<file path="config.mk">
export PLATFORM = sky130hd
export DESIGN_NAME = yuv_surface_writer
export DESIGN_NICKNAME = d
export VERILOG_FILES = /design/src/rtl/surf_pkg.sv /design/src/rtl/surf_cmd_regs.sv /design/src/rtl/surf_wr_stage.sv /design/src/rtl/surf_seq.sv /design/src/rtl/yuv_surface_writer.sv
export SDC_FILE = /design/constraint.sdc
export NUM_CORES = 1
export LEC_CHECK = 0
export CORE_MARGIN = 2
export CORE_UTILIZATION = 30
export DETAILED_ROUTE_END_ITERATION = 6
export GPL_TIMING_DRIVEN = 0
export PLACE_DENSITY = 0.46
export REMOVE_ABC_BUFFERS = 1
export SLEW_MARGIN = 20
export SYNTH_ARGS = -nofsm -noshare
export SYNTH_HDL_FRONTEND = slang
export SYNTH_SLANG_ARGS = --single-unit
</file>
<file path="constraint.sdc">
create_clock -name clk -period 5.1 [get_ports clk]
set_input_delay 1.53 -clock clk [delete_from_list [all_inputs] [get_ports clk]]
set_output_delay 1.53 -clock clk [all_outputs]
set_load 0.005 [all_outputs]
</file>
<file path="src/rtl/surf_pkg.sv">
package surf_pkg;
  localparam int METH_W   = 3;
  localparam int NUM_METH = 6;
  localparam int ADR_SHIFT = 8;
  localparam int PITCH_LOG2 = 8;

  typedef enum logic [METH_W-1:0] {
    M_EXEC       = 3'd0,
    M_CFG_BASE   = 3'd1,
    M_LUMA_BASE  = 3'd2,
    M_CHU_BASE   = 3'd3,
    M_CHV_BASE   = 3'd4,
    M_SURF_SIZE  = 3'd5
  } meth_e;

  typedef enum logic [2:0] {
    S_IDLE  = 3'd0,
    S_LUMA  = 3'd1,
    S_CB    = 3'd2,
    S_CR    = 3'd3,
    S_DRAIN = 3'd4
  } phase_e;
endpackage

</file>
<file path="src/rtl/surf_cmd_regs.sv">
module surf_cmd_regs
  import surf_pkg::*;
#(
  parameter int ADDR_W = 40,
  parameter int DIM_W  = 14
) (
  input  logic              clk,
  input  logic              rst_n,
  input  logic              cmd_valid,
  input  logic [METH_W-1:0] cmd_method,
  input  logic [31:0]       cmd_arg,
  output logic              exec_req,
  output logic [ADDR_W-1:0] luma_base,
  output logic [ADDR_W-1:0] chroma_base,
  output logic [DIM_W-1:0]  width_m1,
  output logic [DIM_W-1:0]  height_m1
);
  localparam int HGT_LSB = 16;

  logic [NUM_METH-1:0] wr_en;
  logic [31:0]         word_q [NUM_METH];

  always_comb begin
    for (int i = 0; i < NUM_METH; i++) begin
      wr_en[i] = cmd_valid && (cmd_method == METH_W'(i));
    end
  end

  for (genvar g = 0; g < NUM_METH; g++) begin : g_word
    always_ff @(posedge clk or negedge rst_n) begin
      if (!rst_n) begin
        word_q[g] <= '0;
      end else if (wr_en[g]) begin
        word_q[g] <= cmd_arg;
      end
    end
  end

  assign exec_req    = wr_en[int'(M_EXEC)];
  assign luma_base   = ADDR_W'({word_q[int'(M_LUMA_BASE)], {ADR_SHIFT{1'b0}}});
  assign chroma_base = ADDR_W'({word_q[int'(M_CHU_BASE)], {ADR_SHIFT{1'b0}}});
  assign width_m1    = word_q[int'(M_SURF_SIZE)][DIM_W-1:0];
  assign height_m1   = word_q[int'(M_SURF_SIZE)][HGT_LSB +: DIM_W];

  logic unused_words;
  assign unused_words = ^{word_q[int'(M_EXEC)], word_q[int'(M_CFG_BASE)],
                          word_q[int'(M_CHV_BASE)],
                          word_q[int'(M_SURF_SIZE)][31:HGT_LSB+DIM_W],
                          word_q[int'(M_SURF_SIZE)][HGT_LSB-1:DIM_W]};
endmodule

</file>
<file path="src/rtl/surf_wr_stage.sv">
module surf_wr_stage #(
  parameter int ADDR_W = 40
) (
  input  logic              clk,
  input  logic              rst_n,
  input  logic              ld_en,
  input  logic [ADDR_W-1:0] ld_addr,
  input  logic [7:0]        ld_data,
  input  logic              mem_ready,
  output logic              load_ok,
  output logic              mem_valid,
  output logic [ADDR_W-1:0] mem_addr,
  output logic [7:0]        mem_data
);
  logic              v_d;
  logic [ADDR_W-1:0] a_d;
  logic [7:0]        d_d;

  assign load_ok = !mem_valid || mem_ready;

  always_comb begin
    v_d = mem_valid;
    a_d = mem_addr;
    d_d = mem_data;
    if (ld_en) begin
      v_d = 1'b1;
      a_d = ld_addr;
      d_d = ld_data;
    end else if (mem_ready) begin
      v_d = 1'b0;
    end
  end

  always_ff @(posedge clk or negedge rst_n) begin
    if (!rst_n) begin
      mem_valid <= 1'b0;
      mem_addr  <= '0;
      mem_data  <= '0;
    end else begin
      mem_valid <= v_d;
      mem_addr  <= a_d;
      mem_data  <= d_d;
    end
  end
endmodule

</file>
<file path="src/rtl/surf_seq.sv">
module surf_seq
  import surf_pkg::*;
#(
  parameter int ADDR_W = 40,
  parameter int DIM_W  = 14
) (
  input  logic              clk,
  input  logic              rst_n,
  input  logic              exec_req,
  input  logic [ADDR_W-1:0] luma_base,
  input  logic [ADDR_W-1:0] chroma_base,
  input  logic [DIM_W-1:0]  width_m1,
  input  logic [DIM_W-1:0]  height_m1,
  input  logic [15:0]       frame_width,
  input  logic [15:0]       frame_height,
  input  logic              load_ok,
  input  logic              y_valid,
  input  logic              cb_valid,
  input  logic              cr_valid,
  output logic              y_ready,
  output logic              cb_ready,
  output logic              cr_ready,
  output logic              ld_en,
  output logic [ADDR_W-1:0] ld_addr,
  output logic              busy,
  output logic              err
);
  localparam int PW = DIM_W + 1;
  localparam logic [PW-1:0] PAD = PW'((1 << PITCH_LOG2) - 1);

  phase_e            st_q, st_d;
  logic [DIM_W-1:0]  col_q, col_d, row_q, row_d;
  logic [DIM_W-1:0]  wm1_q, wm1_d, hm1_q, hm1_d;
  logic [ADDR_W-1:0] rbase_q, rbase_d, cbase_q, cbase_d;
  logic              err_d;

  logic [PW-1:0]     w_full, pitch;
  logic [DIM_W-1:0]  half_w, crow;
  logic              has_chroma, last_col, last_row, last_pair, last_crow;
  logic              y_hs, cb_hs, cr_hs;

  always_comb begin
    w_full     = {1'b0, wm1_q} + PW'(1);
    pitch      = (w_full + PAD) & ~PAD;
    half_w     = w_full[PW-1:1];
    crow       = hm1_q >> 1;
    has_chroma = (half_w != '0) && (crow != '0);
    last_col   = (col_q == wm1_q);
    last_row   = (row_q == hm1_q);
    last_pair  = (col_q == half_w - DIM_W'(1));
    last_crow  = (row_q == crow - DIM_W'(1));
  end

  assign y_ready  = (st_q == S_LUMA) && load_ok;
  assign cb_ready = (st_q == S_CB)   && load_ok;
  assign cr_ready = (st_q == S_CR)   && load_ok;
  assign y_hs     = y_ready  && y_valid;
  assign cb_hs    = cb_ready && cb_valid;
  assign cr_hs    = cr_ready && cr_valid;
  assign ld_en    = y_hs || cb_hs || cr_hs;
  assign busy     = (st_q != S_IDLE);

  always_comb begin
    unique case (st_q)
      S_LUMA:  ld_addr = rbase_q + ADDR_W'(col_q);
      S_CB:    ld_addr = rbase_q + ADDR_W'({col_q, 1'b0});
      S_CR:    ld_addr = rbase_q + ADDR_W'({col_q, 1'b1});
      default: ld_addr = rbase_q;
    endcase
  end

  always_comb begin
    st_d    = st_q;
    col_d   = col_q;
    row_d   = row_q;
    wm1_d   = wm1_q;
    hm1_d   = hm1_q;
    rbase_d = rbase_q;
    cbase_d = cbase_q;
    err_d   = 1'b0;
    unique case (st_q)
      S_IDLE: begin
        if (exec_req) begin
          if (luma_base == '0) begin
            err_d = 1'b1;
          end else if ((frame_width != '0) && (frame_height != '0)) begin
            st_d    = S_LUMA;
            col_d   = '0;
            row_d   = '0;
            rbase_d = luma_base;
            cbase_d = chroma_base;
            wm1_d   = width_m1;
            hm1_d   = height_m1;
          end
        end
      end
      S_LUMA: begin
        if (y_hs) begin
          if (last_col) begin
            col_d   = '0;
            rbase_d = rbase_q + ADDR_W'(pitch);
            if (last_row) begin
              if (has_chroma) begin
                st_d    = S_CB;
                row_d   = '0;
                rbase_d = cbase_q;
              end else begin
                st_d = S_DRAIN;
              end
            end else begin
              row_d = row_q + DIM_W'(1);
            end
          end else begin
            col_d = col_q + DIM_W'(1);
          end
        end
      end
      S_CB: begin
        if (cb_hs) st_d = S_CR;
      end
      S_CR: begin
        if (cr_hs) begin
          st_d = S_CB;
          if (last_pair) begin
            col_d   = '0;
            rbase_d = rbase_q + ADDR_W'(pitch);
            if (last_crow) st_d = S_DRAIN;
            else           row_d = row_q + DIM_W'(1);
          end else begin
            col_d = col_q + DIM_W'(1);
          end
        end
      end
      S_DRAIN: begin
        if (load_ok) st_d = S_IDLE;
      end
      default: st_d = S_IDLE;
    endcase
  end

  always_ff @(posedge clk or negedge rst_n) begin
    if (!rst_n) begin
      st_q    <= S_IDLE;
      col_q   <= '0;
      row_q   <= '0;
      wm1_q   <= '0;
      hm1_q   <= '0;
      rbase_q <= '0;
      cbase_q <= '0;
      err     <= 1'b0;
    end else begin
      st_q    <= st_d;
      col_q   <= col_d;
      row_q   <= row_d;
      wm1_q   <= wm1_d;
      hm1_q   <= hm1_d;
      rbase_q <= rbase_d;
      cbase_q <= cbase_d;
      err     <= err_d;
    end
  end
endmodule

</file>
<file path="src/rtl/yuv_surface_writer.sv">
module yuv_surface_writer
  import surf_pkg::*;
#(
  parameter int ADDR_W = 40,
  parameter int DIM_W  = 14
) (
  input  logic              clk,
  input  logic              rst_n,
  input  logic              cmd_valid,
  input  logic [2:0]        cmd_method,
  input  logic [31:0]       cmd_arg,
  input  logic [15:0]       frame_width,
  input  logic [15:0]       frame_height,
  input  logic              y_valid,
  input  logic [7:0]        y_data,
  output logic              y_ready,
  input  logic              cb_valid,
  input  logic [7:0]        cb_data,
  output logic              cb_ready,
  input  logic              cr_valid,
  input  logic [7:0]        cr_data,
  output logic              cr_ready,
  output logic              mem_valid,
  output logic [ADDR_W-1:0] mem_addr,
  output logic [7:0]        mem_data,
  input  logic              mem_ready,
  output logic              busy,
  output logic              err
);
  logic              exec_req, load_ok, ld_en;
  logic [ADDR_W-1:0] luma_base, chroma_base, ld_addr;
  logic [DIM_W-1:0]  width_m1, height_m1;
  logic [7:0]        ld_data;

  surf_cmd_regs #(.ADDR_W(ADDR_W), .DIM_W(DIM_W)) regs_i (
    .clk(clk), .rst_n(rst_n), .cmd_valid(cmd_valid), .cmd_method(cmd_method),
    .cmd_arg(cmd_arg), .exec_req(exec_req), .luma_base(luma_base),
    .chroma_base(chroma_base), .width_m1(width_m1), .height_m1(height_m1)
  );

  surf_seq #(.ADDR_W(ADDR_W), .DIM_W(DIM_W)) seq_i (
    .clk(clk), .rst_n(rst_n), .exec_req(exec_req), .luma_base(luma_base),
    .chroma_base(chroma_base), .width_m1(width_m1), .height_m1(height_m1),
    .frame_width(frame_width), .frame_height(frame_height), .load_ok(load_ok),
    .y_valid(y_valid), .cb_valid(cb_valid), .cr_valid(cr_valid),
    .y_ready(y_ready), .cb_ready(cb_ready), .cr_ready(cr_ready),
    .ld_en(ld_en), .ld_addr(ld_addr), .busy(busy), .err(err)
  );

  always_comb begin
    if (y_ready)       ld_data = y_data;
    else if (cb_ready) ld_data = cb_data;
    else               ld_data = cr_data;
  end

  surf_wr_stage #(.ADDR_W(ADDR_W)) wr_i (
    .clk(clk), .rst_n(rst_n), .ld_en(ld_en), .ld_addr(ld_addr),
    .ld_data(ld_data), .mem_ready(mem_ready), .load_ok(load_ok),
    .mem_valid(mem_valid), .mem_addr(mem_addr), .mem_data(mem_data)
  );
endmodule

</file>
After elaboration in Yosys (flattened, before gate mapping)
Index checks and enable logic that the tools add are counted.
- logic and storage cells: 126
- flip-flop bits (word level): 275
- memories: 0
- bits of input ports: 98
- bits in writable memories: 0
- bits in latches: 0
- output and inout bits: 54
- bits in read-only memories: 0
- reductions and logical operators: 31
- muxes and demuxes: 47
- div/mod/pow operators: 0
- shift-type cells: 0
- $add $sub $neg: 10
- bitwise operators: 1
- eq/ne operators: 23
- $mul: 0
- $lt $le $gt $ge: 0
- operators with widths (cell ; number):
    40-bit 2-to-1 mux ; 9
    40-bit one-hot mux with 3 select lines ; 2
    14-bit 2-to-1 mux ; 14
    40-bit by 15-bit adder with 40-bit output ; 3
    14-bit one-hot mux with 3 select lines ; 2
    14-bit equality test ; 4
    40-bit by 14-bit adder with 40-bit output ; 1
    40-bit zero test ; 1
    3-bit 2-to-1 mux ; 12
    16-bit nonzero test ; 2
    14-bit by 1-bit adder with 14-bit output (second input constant) ; 2
    14-bit nonzero test ; 2
    8-bit 2-to-1 mux ; 2
    2-bit by 1-bit inequality test with 1-bit output (second input constant) ; 8
    14-bit by 1-bit adder with 15-bit output (second input constant) ; 1
    15-bit by 8-bit adder with 15-bit output (second input constant) ; 1
    3-bit one-hot mux with 5 select lines ; 1
    13-bit by 1-bit subtractor with 14-bit output (second input constant) ; 1
    14-bit by 1-bit subtractor with 14-bit output (second input constant) ; 1
    3-bit by 2-bit equality test with 1-bit output (second input constant) ; 4
    1-bit logical AND ; 12
    10-bit AND reduction ; 1
    9-bit AND reduction ; 1
    8-bit AND reduction ; 1
    other kinds (13) ; 24

Logic depth before layout (Yosys ltp)
Gate-level depths: netlist (run 1).
- word-level depth: 8
- gate-level depth with buffers: 22
- mapped depth without buffers: 19

Cells and area by module
Synthesis (run 1) repeated with hierarchy kept, for this count alone.
- cells, all modules: 1761
- area total of the unflattened synthesis: 17700.7 µm²
- modules (own cells, without submodules) (module ; area an instance (µm²) ; cells each ; instances ; sequential area each (µm²)):
    surf_seq ; 11922.7 ; 1416 ; 1 ; 3503.4
    surf_cmd_regs ; 3747.3 ; 215 ; 1 ; 2302.2
    surf_wr_stage ; 1858.0 ; 104 ; 1 ; 1226.2
    yuv_surface_writer ; 172.7 ; 26 ; 1 ; 0.0

Worst setup path after synthesis (run 1)
OpenSTA, ideal clock, no wires.
- path type: register to register
- start: register seq_i.wm1_q[1]
- end: register seq_i.rbase_q[38]
- clock period less this slack: 4265 ps
- library setup time: 125 ps
- path buffers: 3
- cell stages (with the launch flop): 22
- data required time: 4975 ps
- slack: 835 ps
- arrival time: 4141 ps
- cells stage by stage: dfrtp_1 -> ha_1 -> buf_2 -> nand3_1 -> clkbuf_1 -> o21a_1 -> nor2_1 -> and3_1 -> clkbuf_1 -> a31oi_1 -> xnor2_1 -> inv_1 -> fa_1 -> nand3b_1 -> a21oi_1 -> o21ai_0 -> a21oi_1 -> nand3_1 -> xnor2_1 -> mux2i_1 -> o21ai_0 -> mux2_2
- cells in the longest elaborated chain, start to end: 8
- elaborated cells on any way between the ends: 18
- classes of those cells: add/sub: 4; eq/ne: 4; mux: 7; reduce/logical: 3
- ends and longest elaborated chain (item ; RTL line ; source):
    from (decl) ; surf_seq.sv:33 ; logic [DIM_W-1:0] wm1_q, wm1_d, hm1_q, hm1_d;
    from (signal assigned) ; surf_seq.sv:155 ; wm1_q <= wm1_d;
    14-bit by 1-bit adder with 15-bit output ; surf_seq.sv:43 ; w_full = {1'b0, wm1_q} + PW'(1);
    15-bit by 8-bit adder with 15-bit output or 14-bit nonzero test (tied branches) ; surf_seq.sv:44, surf_seq.sv:47 ;
    40-bit by 15-bit adder with 40-bit output or 1-bit logical AND (tied branches) ; surf_seq.sv:101, surf_seq.sv:126, surf_seq.sv:47 ;
    40-bit 2-to-1 mux ; surf_seq.sv:103 ; if (has_chroma) begin
    40-bit 2-to-1 mux ; surf_seq.sv:102 ; if (last_row) begin
    40-bit 2-to-1 mux ; surf_seq.sv:99 ; if (last_col) begin
    40-bit 2-to-1 mux ; surf_seq.sv:98 ; if (y_hs) begin
    40-bit one-hot mux with 3 select lines ; surf_seq.sv:81 ; unique case (st_q)
    to (signal assigned) ; surf_seq.sv:157 ; rbase_q <= rbase_d;
    to (decl) ; surf_seq.sv:34 ; logic [ADDR_W-1:0] rbase_q, rbase_d, cbase_q, cbase_d;
Several ways; a longest one is shown, not always the timed one. The select of a mux whose other input is x is not followed.
A chain may end at the register's enable or synchronous reset.

Worst setup path in the final report (run 1)
- start: register seq_i.st_q[2]
- end: register wr_i.mem_addr[27]
- cells in the longest elaborated chain, start to end: 5
- elaborated cells on any way between the ends: 12
- classes of those cells: eq/ne: 3; mux: 1; reduce/logical: 8
- ends and longest elaborated chain (item ; RTL line ; source):
    from (decl) ; surf_seq.sv:31 ; phase_e st_q, st_d;
    from (signal assigned) ; surf_seq.sv:152 ; st_q <= st_d;
    3-bit by 1-bit equality test with 1-bit output or 3-bit by 2-bit equality test with 1-bit output (tied branches) ; surf_seq.sv:54, surf_seq.sv:64, surf_seq.sv:55 ;
    1-bit logical AND (on tied branches) ; surf_seq.sv:54, surf_seq.sv:55 ;
    1-bit logical AND (on tied branches) ; surf_seq.sv:57, surf_seq.sv:58 ;
    1-bit logical OR (2 in series) ; surf_seq.sv:60 ; assign ld_en = y_hs || cb_hs || cr_hs;
    to (signal assigned) ; surf_wr_stage.sv:37 ; mem_addr <= '0;
    to (signal assigned) ; surf_wr_stage.sv:41 ; mem_addr <= a_d;
    to (decl) ; surf_wr_stage.sv:12 ; output logic [ADDR_W-1:0] mem_addr,
Several ways; a longest one is shown, not always the timed one.

==> results of run 1 <==
==> registers in the layout (all words and copies together) (netlist names) <==
register	count
regs_i.height_m1	14
regs_i.luma_base	32
seq_i.st_q	3
wr_i.mem_data	8
seq_i.cbase_q	32
seq_i.hm1_q	14
seq_i.rbase_q	32
regs_i.width_m1	14
wr_i.mem_valid	1
seq_i.err	1
seq_i.row_q	14
seq_i.col_q	14
regs_i.chroma_base	32
seq_i.wm1_q	14
wr_i.mem_addr	40
==> layer usage <==
metal | track usage [%] | up-vias
met5 | 0 | -
met4 | 4.99 | 2
met3 | 3.11 | 80
met2 | 30.4 | 405
met1 | 25.3 | 6872
li1 | - | 6586
==> cells in the final DEF (no fill, tap or decap), types with 11 or more instances in the layout <==
cell | netlist | layout
nor3_1 | 51 | 49
ha_1 | 30 | 29
nand3_1 | 41 | 40
a22oi_1 | 12 | 12
mux2i_1 | 14 | 14
inv_1 | 36 | 35
xnor2_1 | 69 | 69
clkdlybuf4s50_1 | 0 | 150
nor4_1 | 30 | 30
a31oi_1 | 13 | 13
dfrtp_1 | 265 | 262
a211oi_1 | 14 | 14
and2_1 | 13 | 12
a21oi_1 | 90 | 85
nand2_1 | 184 | 182
a21o_1 | 19 | 19
o31ai_1 | 13 | 12
mux2_2 | 158 | 158
buf_6 | 2 | 12
o211ai_1 | 26 | 26
and3_1 | 15 | 14
a221oi_1 | 12 | 12
a222oi_1 | 11 | 11
o21ai_0 | 111 | 111
nand2b_1 | 13 | 12
o2bb2ai_1 | 13 | 13
o22ai_1 | 16 | 16
nand4_1 | 30 | 30
clkbuf_16 | 0 | 34
buf_4 | 0 | 13
xor2_1 | 44 | 44
nor2b_1 | 19 | 17
nor2_1 | 118 | 116
==> power breakdown <==
part	total (mW)	internal, mW	switching, mW
clock network	2.41	1.42	0.998
logic	3.47	1.59	1.88
registers	3.31	2.63	0.678
==> per-stage QoR <==
stage                     instance area [µm²]  hold slack [ns]
after floorplan                         15800            0.444
after global placement                  18200            0.463
after detailed placement                18700            0.469
after CTS                               19800            0.474
after global routing                    19900            0.507
final                                   19900            0.477
==> how the worst max path moves through the flow <==
stage          depth (start not counted)  slack [ns]                end           start
4_1_cts                                9        0.08   seq_i.rbase_q[8]   cmd_method[0]
5_1_grt                               19        0.02  seq_i.rbase_q[38]  seq_i.wm1_q[0]
3_5_place_dp                           9       -1.12   seq_i.rbase_q[8]   cmd_method[0]
3_3_place_gp                           1       -9.54   wr_i.mem_addr[4]           rst_n
2_1_floorplan                          4       -1.75  seq_i.cbase_q[10]   cmd_method[1]
6_report                              14        0.23  wr_i.mem_addr[27]   seq_i.st_q[2]
==> repair_timing <==
action / CTS / global route
gates cloned: 1 / 0
buffers inserted: 0 / 3
resized for setup: 8 / 7
endpoints found under the setup margin: 52 / 16
pin swaps: 0 / 1
==> layout make-up <==
cell class	count	area, µm²
multi-input combinational	1317	9170
clock buffer	45	942
fill	5436	34000
timing repair buffer	184	1930
clock inverter	13	173
inverter	36	139
sequential	265	6640
tap	696	871
==> kinds of logic after synthesis <==
logic type	count (synthesis)	synth area share [%]
adders and majority gates	31	2.42
AOI/OAI and AO/OA	429	17.7
buffers and inverters	169	4.07
xor gates and xnor gates	115	6.34
and+or+nand+nor	568	17.0
muxes	172	11.8
other	1	0.0230
DFF	265	40.7
==> critical path, delay by kind of cell (launching register included) <==
family / cells / cell delay [ns]
fa+ha+maj: 1 / 0.28
compound gates: 7 / 1.94
simple gates: 6 / 1.77
flops: 1 / 0.77
==> impl_metrics.tcl, run 1 <==
set metrics [dict create \
    fin_skew_ns 0.0207 \
    grt-ovfl-total 0 \
    highest_layer "met5" \
    avgSynthCellArea_um2 9.32 \
    crit_fanout 21 \
    clkTransAtPathRegs_ns 0.06 \
    ff2ff_setup_slack_ns 0.23 \
    wl_met1_um 24200 \
    outcome "finished clean" \
    grt_pass1_wl_um 82200 \
    ys_top_cells_by_area "dfrtp_1 41%, mux2_2 11%, nand2_1 4.2%" \
    placed_cells 2494 \
    met3_length_um 2630 \
    wirelength_um 52400 \
    synthArstFlopShare_pct 100 \
    reg2regPathDepth 14 \
    io_buffers 151 \
    cts_buffer_depth 3 \
    rr_endpoint "wr_i.mem_addr[27]" \
    dieWidth_um 237 \
    synth-main-ff-cell "dfrtp_1" \
    final.period_utilization_pct 95.4 \
    grt_use_total_pct 18.5 \
    hold_viol 0 \
    floorplan.io_pins 152 \
    design.core.area_mm2 0.0538 \
    yosysTopAreaCellShare_pct 40.7 \
    end_kind "flip-flop" \
    power.total_mw 9.20 \
    first_pass_iters 5 \
    ys_types 76 \
    ys_seq_elements 265 \
    netlist_area_mm2 0.0163 \
    cts.sinks 265 \
    drc 0 \
    hp-class "flip-flop to flip-flop" \
    worst_slew_pin_slew_ns 1.05 \
    cts.htree.levels 2 \
    setup-tns-final_ns 0 \
    crit_required_ns 5.53 \
    final_net_count 1967 \
    vdd_drop_max_uv 200 \
    crit_slowest_cell "dfrtp_1" \
    grt_max_degree 98 \
    holdBufCountCts 0 \
    pre_cts_slack_ns -1.12 \
    postRouteAntennaNets 0 \
    yosys-top-cells-count "265 x dfrtp_1, 184 x nand2_1, 158 x mux2_2, 118 x nor2_1, 111 x o21ai_0" \
    fin_ws_ns 0.233 \
    initialDrtViolationCount 895 \
    antenna_found_initial 1 \
    cp_data_arrival_time_ns 5.30 \
    leakage_nw 8.26 \
    critPathKind "flip-flop to flip-flop" \
    drive_gt1_share_pct 15.8 \
    chipHeight_um 237 \
    viasPerCell 5.46 \
    regToRegStartpoint "seq_i.st_q[2]" \
    place_hpwl_um 38600 \
    grt_pass1_vias 13879 \
    drv_slew 0 \
    root_buffer "clkbuf_16" \
    die-area_mm2 0.0563 \
    setup-violations-final 0 \
    yosys.area.top_type "dfrtp_1" \
    rows 85 \
    initial_utilization_pct 30.3 \
    yosys_warnings 0 \
    slew_headroom_pct 29.7 \
    holdPathStages 2 \
    final-instance-count-excl-fill 2556 \
    period_needed_ns 4.87 \
    place.gp.congestion 0.865 \
    syn_to_final_growth_pct 21.7 \
    cp_cell_sequence "nor2b_4, and2_2, nand2_1, nand2_1, ha_1, a21o_1, a21o_1, a221o_1, a21oi_2, nor3_1, a2bb2o_1, nor2b_1, o21ai_0, o21ai_0" \
    cts_tree "built" \
    seq_area_frac_synth_pct 40.7 \
    rsz0062_at_grt "false" \
    wire_per_inst_um 20.5 \
    hp-start "wr_i.mem_data[3]" \
    synth_edf_count 0 \
    numCtsBuffers 34 \
    start_kind "flip-flop" \
    power_density_mw_per_mm2 463 \
    synthCells 1750 \
    fin_util_pct 36.9 \
    whs_endpoint "wr_i.mem_data[3]" \
    routed-wl-met2_um 24300 \
    cap_violations 0 \
    synth_most_common_cell "dfrtp_1" \
    vias 13945 \
    clock_latency_ns 0.56 \
    n_antenna_cell 0 \
    fmax_ghz 0.205 \
    cp_slowest_stage_delay_ns 0.77 \
]
Power figures use the tool's default switching activity.
==> run 2: changes to the inputs <==
--- a/config.mk
+++ b/config.mk
@@ -10,7 +10,6 @@
 export DETAILED_ROUTE_END_ITERATION = 6
 export GPL_TIMING_DRIVEN = 0
 export PLACE_DENSITY = 0.46
-export REMOVE_ABC_BUFFERS = 1
 export SLEW_MARGIN = 20
 export SYNTH_ARGS = -nofsm -noshare
 export SYNTH_HDL_FRONTEND = slang
==> impl_metrics.tcl, run 2 (same netlist as run 1, synthesis figures left out) <==
set metrics [dict create \
    wirelength_um 59700 \
    vdd_drop_max_uv 201 \
    rsz0062_at_grt "true" \
    crit_fanout 10 \
    grt_max_degree 98 \
    final_net_count 2077 \
    fmax_ghz 0.200 \
    final-instance-count-excl-fill 2672 \
    floorplan.io_pins 152 \
    start_kind "input pin" \
    crit_family "buffers and inverters" \
    fillerInstances 5520 \
    hp-start "wr_i.mem_addr[5]" \
    viasPerCell 5.47 \
    grt-ovfl-total 0 \
    place_hpwl_um 46000 \
    crit_slowest_cell "clkdlybuf4s50_1" \
    drive_gt1_share_pct 13.9 \
    clock_latency_ns 0.56 \
    multi_input_area_mm2 0.00908 \
    final_area_mm2 0.0201 \
    end_kind "primary output" \
    rows 85 \
    crit_required_ns 3.57 \
    root_buffer "clkbuf_16" \
    cp_common_cell "clkdlybuf4s50_1" \
    syn_to_final_growth_pct 23.4 \
    placed_area_mm2 0.0188 \
    cp_data_arrival_time_ns 3.47 \
    cts_tree "built" \
    power.total_mw 9.59 \
    placed_cells 2602 \
    critPathKind "input pin to primary output" \
    regMostFlops "wr_i.mem_addr" \
    grt_use_total_pct 21.1 \
    chipHeight_um 237 \
    outcome "finished clean" \
    drv_slew 0 \
    antenna_found_initial 1 \
    regToRegStartpoint "seq_i.st_q[0]" \
    final.period_utilization_pct 98.0 \
    cap_violations 0 \
    initialDrtViolationCount 1025 \
    grt_pass1_wl_um 91100 \
    postRouteAntennaNets 0 \
    hp-class "flip-flop to flip-flop" \
    first_pass_iters 6 \
    vias 14619 \
    slew_headroom_pct 36.6 \
    cts.htree.levels 2 \
    cts_buffer_depth 3 \
    worst_slew_pin_slew_ns 0.951 \
    crit_buf_inv 3 \
    dieWidth_um 237 \
    cts.sinks 265 \
    design.core.area_mm2 0.0538 \
    final_cell_mix "264 x dfrtp_1, 184 x nand2_1, 158 x mux2_2, 150 x clkdlybuf4s50_1, 117 x nor2_1" \
    numCtsBuffers 35 \
    drc 0 \
    register_area_mm2 0.00663 \
    wire_per_inst_um 22.3 \
    holdBufCountCts 0 \
    syn_nets 1879 \
    setup-violations-final 0 \
    place.gp.congestion 0.878 \
    hold_viol 0 \
    cp_slowest_stage_delay_ns 0.58 \
    largest_reg_flops 40 \
    cp_cell_sequence "clkdlybuf4s50_1, nor2b_1, nor3_4, buf_1, clkdlybuf4s50_1" \
    whs_ns 0.478 \
    grt_pass1_vias 14630 \
    io_buffers 151 \
    power_density_mw_per_mm2 476 \
    period_needed_ns 5.00 \
    fin_skew_ns 0.0177 \
    leakage_nw 8.36 \
    startpoint "mem_ready" \
    initial_utilization_pct 30.3 \
    clkTransAtPathRegs_ns 0.05 \
    die-area_mm2 0.0563 \
    final_common_cell "dfrtp_1" \
]
[run 2: cell types whose count changed in the layout (fill, tap and decap cells not counted), sizes merged]
cell,delta
clkinvlp,+1
clkbuf,+109
clkinv,-3
nor2b,-1
bufinv,+3
buf,+6
diode,+1
[run 2: cell type report]
type / count / area share [%]
antenna: 1 / 0.0124
clock inverter: 14 / 1.19
inverter: 36 / 0.690
multi-input combinational: 1316 / 45.1
sequential: 265 / 33.0
buffer: 131 / 2.62
timing repair buffer: 163 / 8.28
tap: 696 / 4.33
clock buffer: 50 / 4.78
[run 2: metrics by stage]
| stage | util [%] | TNS (ns) | setup WS [ns] |
|---|---|---|---|
| global placement | 34.7 | -2644.14 | -9.80 |
| floorplan | - | 0 | 0.835 |
| finish | 37.4 | 0 | 0.104 |
| CTS | 37.3 | 0 | 0.0116 |
| global route | 37.4 | -0.0231 | -0.0206 |
| detailed placement | 34.9 | -23.33 | -0.869 |
[run 2: routing by layer]
layer | track usage, % | wire length [µm] | up-vias
met5 | 0 | 0 | -
met4 | 6.46 | 1720 | 0
met3 | 3.17 | 3130 | 99
met2 | 35.2 | 27700 | 436
met1 | 28.4 | 27100 | 7271
li1 | - | - | 6813
[run 2: what timing repair did]
| action | 4_1_cts | 5_1_grt |
|---|---|---|
| buffers inserted | 2 | 5 |
| pin swaps | 1 | 1 |
| setup endpoints to repair | 27 | 26 |
| cloned | 0 | 0 |
| gates resized for setup | 8 | 16 |
[run 2: worst reg2reg max path: stages, from the launching register on]
cell and delay [ns]:
dfrtp_1 0.31, clkbuf_1 0.28, nor2b_1 0.20, and2_1 0.24, clkbuf_2 0.33, buf_2 0.39
nand2_1 0.10, nand2_1 0.09, ha_1 0.29, a21o_1 0.21, a21o_1 0.19, a221o_1 0.38
a21oi_4 0.31, nor3_1 0.18, a2bb2o_1 0.41, nor2b_1 0.16, o21ai_0 0.37, o21ai_0 0.14
[run 2: worst paths after layout]
path                                      endpoint  slack, ns  cells past startpoint
worst max-delay path                       y_ready       0.10                      5
worst min-delay path              wr_i.mem_addr[5]       0.48                      2
worst max register to register   wr_i.mem_addr[27]       0.37                     17
worst min register to register    wr_i.mem_addr[5]       0.48                      2
max in group asynchronous        seq_i.rbase_q[25]       3.05                      3
min in group asynchronous       regs_i.width_m1[0]       0.86                      1
[run 2: where the power goes]
part	internal, mW	total, mW	switching [mW]	leakage (nW)
Clock	1.58	2.60	1.01	0.576
Sequential	2.64	3.13	0.492	3.36
Combinational	1.58	3.86	2.28	4.42
==> run 3: changes to the inputs <==
--- a/config.mk
+++ b/config.mk
@@ -7,6 +7,7 @@
 export LEC_CHECK = 0
 export CORE_MARGIN = 2
 export CORE_UTILIZATION = 30
+export CTS_BUF_LIST = sky130_fd_sc_hd__clkbuf_16
 export DETAILED_ROUTE_END_ITERATION = 6
 export GPL_TIMING_DRIVEN = 0
 export PLACE_DENSITY = 0.46
==> impl_metrics.tcl, run 3 (same netlist as run 1, synthesis figures left out) <==
set metrics [dict create \
    numCtsBuffers 35 \
    place_hpwl_um 46000 \
    initial_utilization_pct 30.3 \
    leakage_nw 8.39 \
    grt-ovfl-total 0 \
    clock_latency_ns 0.56 \
    dieWidth_um 237 \
    violations "DRC" \
    syn_nets 1879 \
    critPathKind "input pin to primary output" \
    cap_violations 0 \
    cp_cell_sequence "clkdlybuf4s50_1, nor2b_1, nor3_4, buf_1, clkdlybuf4s50_1" \
    fmax_ghz 0.200 \
    hold_viol 0 \
    crit_fanout 10 \
    cts.htree.levels 2 \
    crit_family "buffers and inverters" \
    fillerInstances 5523 \
    final_cell_mix "264 x dfrtp_1, 184 x nand2_1, 158 x mux2_2, 150 x clkdlybuf4s50_1, 117 x nor2_1" \
    place.gp.congestion 0.878 \
    cp_common_cell "clkdlybuf4s50_1" \
    grt_use_total_pct 21.1 \
    placed_cells 2602 \
    fin_skew_ns 0.0197 \
    die-area_mm2 0.0563 \
    drc 9 \
    rows 85 \
    cp_slowest_stage_delay_ns 0.58 \
    cp_data_arrival_time_ns 3.47 \
    final-instance-count-excl-fill 2672 \
    clkTransAtPathRegs_ns 0.05 \
    antenna_found_initial 1 \
    largest_reg_flops 40 \
    floorplan.io_pins 152 \
    vias 14632 \
    crit_buf_inv 3 \
    crit_slowest_cell "clkdlybuf4s50_1" \
    design.core.area_mm2 0.0538 \
    postRouteAntennaNets 0 \
    drive_gt1_share_pct 13.7 \
    root_buffer "clkbuf_16" \
    whs_ns 0.477 \
    wire_per_inst_um 22.3 \
    hp-class "flip-flop to flip-flop" \
    period_needed_ns 5.00 \
    rsz0062_at_grt "true" \
    final_common_cell "dfrtp_1" \
    final.period_utilization_pct 98.0 \
    grt_pass1_wl_um 91000 \
    pre_cts_slack_ns -0.869 \
    drv_slew 0 \
    fin_ws_ns 0.0998 \
    setup-violations-final 0 \
    final_net_count 2077 \
    worst_slew_pin_slew_ns 0.952 \
    chipHeight_um 237 \
    cts.sinks 265 \
    end_kind "primary output" \
    viasPerCell 5.48 \
    start_kind "input pin" \
    grt_max_degree 98 \
    syn_to_final_growth_pct 23.1 \
    outcome "finished with violations" \
    holdBufCountCts 0 \
    regMostFlops "wr_i.mem_addr" \
    first_pass_iters 7 \
    io_buffers 151 \
    initialDrtViolationCount 970 \
    power_density_mw_per_mm2 474 \
    cts_tree "built" \
    grt_pass1_vias 14645 \
    wirelength_um 59700 \
    slew_headroom_pct 36.6 \
    crit_required_ns 3.57 \
    cts_buffer_depth 3 \
    vdd_drop_max_uv 201 \
]
==> run 3: cell count changes in the layout (fill, tap and decap cells not counted) <==
| cell | change |
|---|---|
| clkbuf_1 | -12 |
| inv_1 | +12 |
| clkbuf_8 | -3 |
| clkinv_1 | +3 |
| a21oi_2 | +1 |
| a21oi_4 | -1 |
| buf_2 | -1 |
| clkbuf_4 | +1 |
==> run 3: layout make-up <==
cell class              instances  area (µm²)  share of cell area [%]
repair buffers                163        1670                    8.30
clock inverters                29         297                    1.48
inverters                      36         139                   0.691
clock buffers                  35         876                    4.36
flip-flops and latches        265        6630                    33.0
plain buffers                 131         531                    2.64
diodes                          1        2.50                  0.0125
well taps                     696         871                    4.34
multi-input cells            1316        9070                    45.2
==> run 3: worst paths after layout <==
path	from	endpoint	slack, ns	depth (start not counted)
worst max-delay path	mem_ready	y_ready	0.1	5
worst min-delay path	wr_i.mem_addr[5]	wr_i.mem_addr[5]	0.48	2
worst max register to register	seq_i.st_q[0]	wr_i.mem_addr[27]	0.29	17
worst min register to register	wr_i.mem_addr[5]	wr_i.mem_addr[5]	0.48	2
max in group asynchronous	rst_n	seq_i.rbase_q[25]	3.06	3
min in group asynchronous	rst_n	regs_i.width_m1[0]	0.86	1
==> run 3: metrics by stage <==
| stage | power (mW) | util [%] | TNS [ns] | instance area (µm²) |
|---|---|---|---|---|
| 6_report | 9.52 | 37.3 | 0 | 20100 |
| 5_1_grt | 10.1 | 37.3 | -0.0234 | 20100 |
| 4_1_cts | 9.54 | 37.2 | 0 | 20000 |
| 3_5_place_dp | 6.95 | 34.9 | -23.33 | 18800 |
| 3_3_place_gp | 6.90 | 34.7 | -2644.14 | 18700 |
| 2_1_floorplan | 5.30 | - | 0 | 16300 |
==> run 3: what timing repair did <==
| item | 4_1_cts | 5_1_grt |
|---|---|---|
| setup endpoints to repair | 27 | 26 |
| resized for setup | 8 | 16 |
| setup buffers | 2 | 5 |
| pin swaps | 1 | 1 |
==> run 3: layer usage <==
layer  up-vias  part of all wire (%)  track usage, %
li1       6812                     -               -
met1      7260                    45            28.3
met2       459                    46            34.8
met3       101                   5.2            3.21
met4         0                   3.2            7.39
met5         -                     0               0
==> run 3: tightest hold or removal path: stages (launching register included) <==
cell	delay, ns
dfrtp_1	0.34
nand2_1	0.05
o31ai_1	0.05
==> run 3: report_power, final <==
part	internal (mW)	switching, mW	leakage (nW)	total, mW
registers	2.64	0.495	3.36	3.13
clock network	1.51	1.01	0.609	2.53
logic	1.59	2.28	4.42	3.87
total	5.74	3.79	8.39	9.52
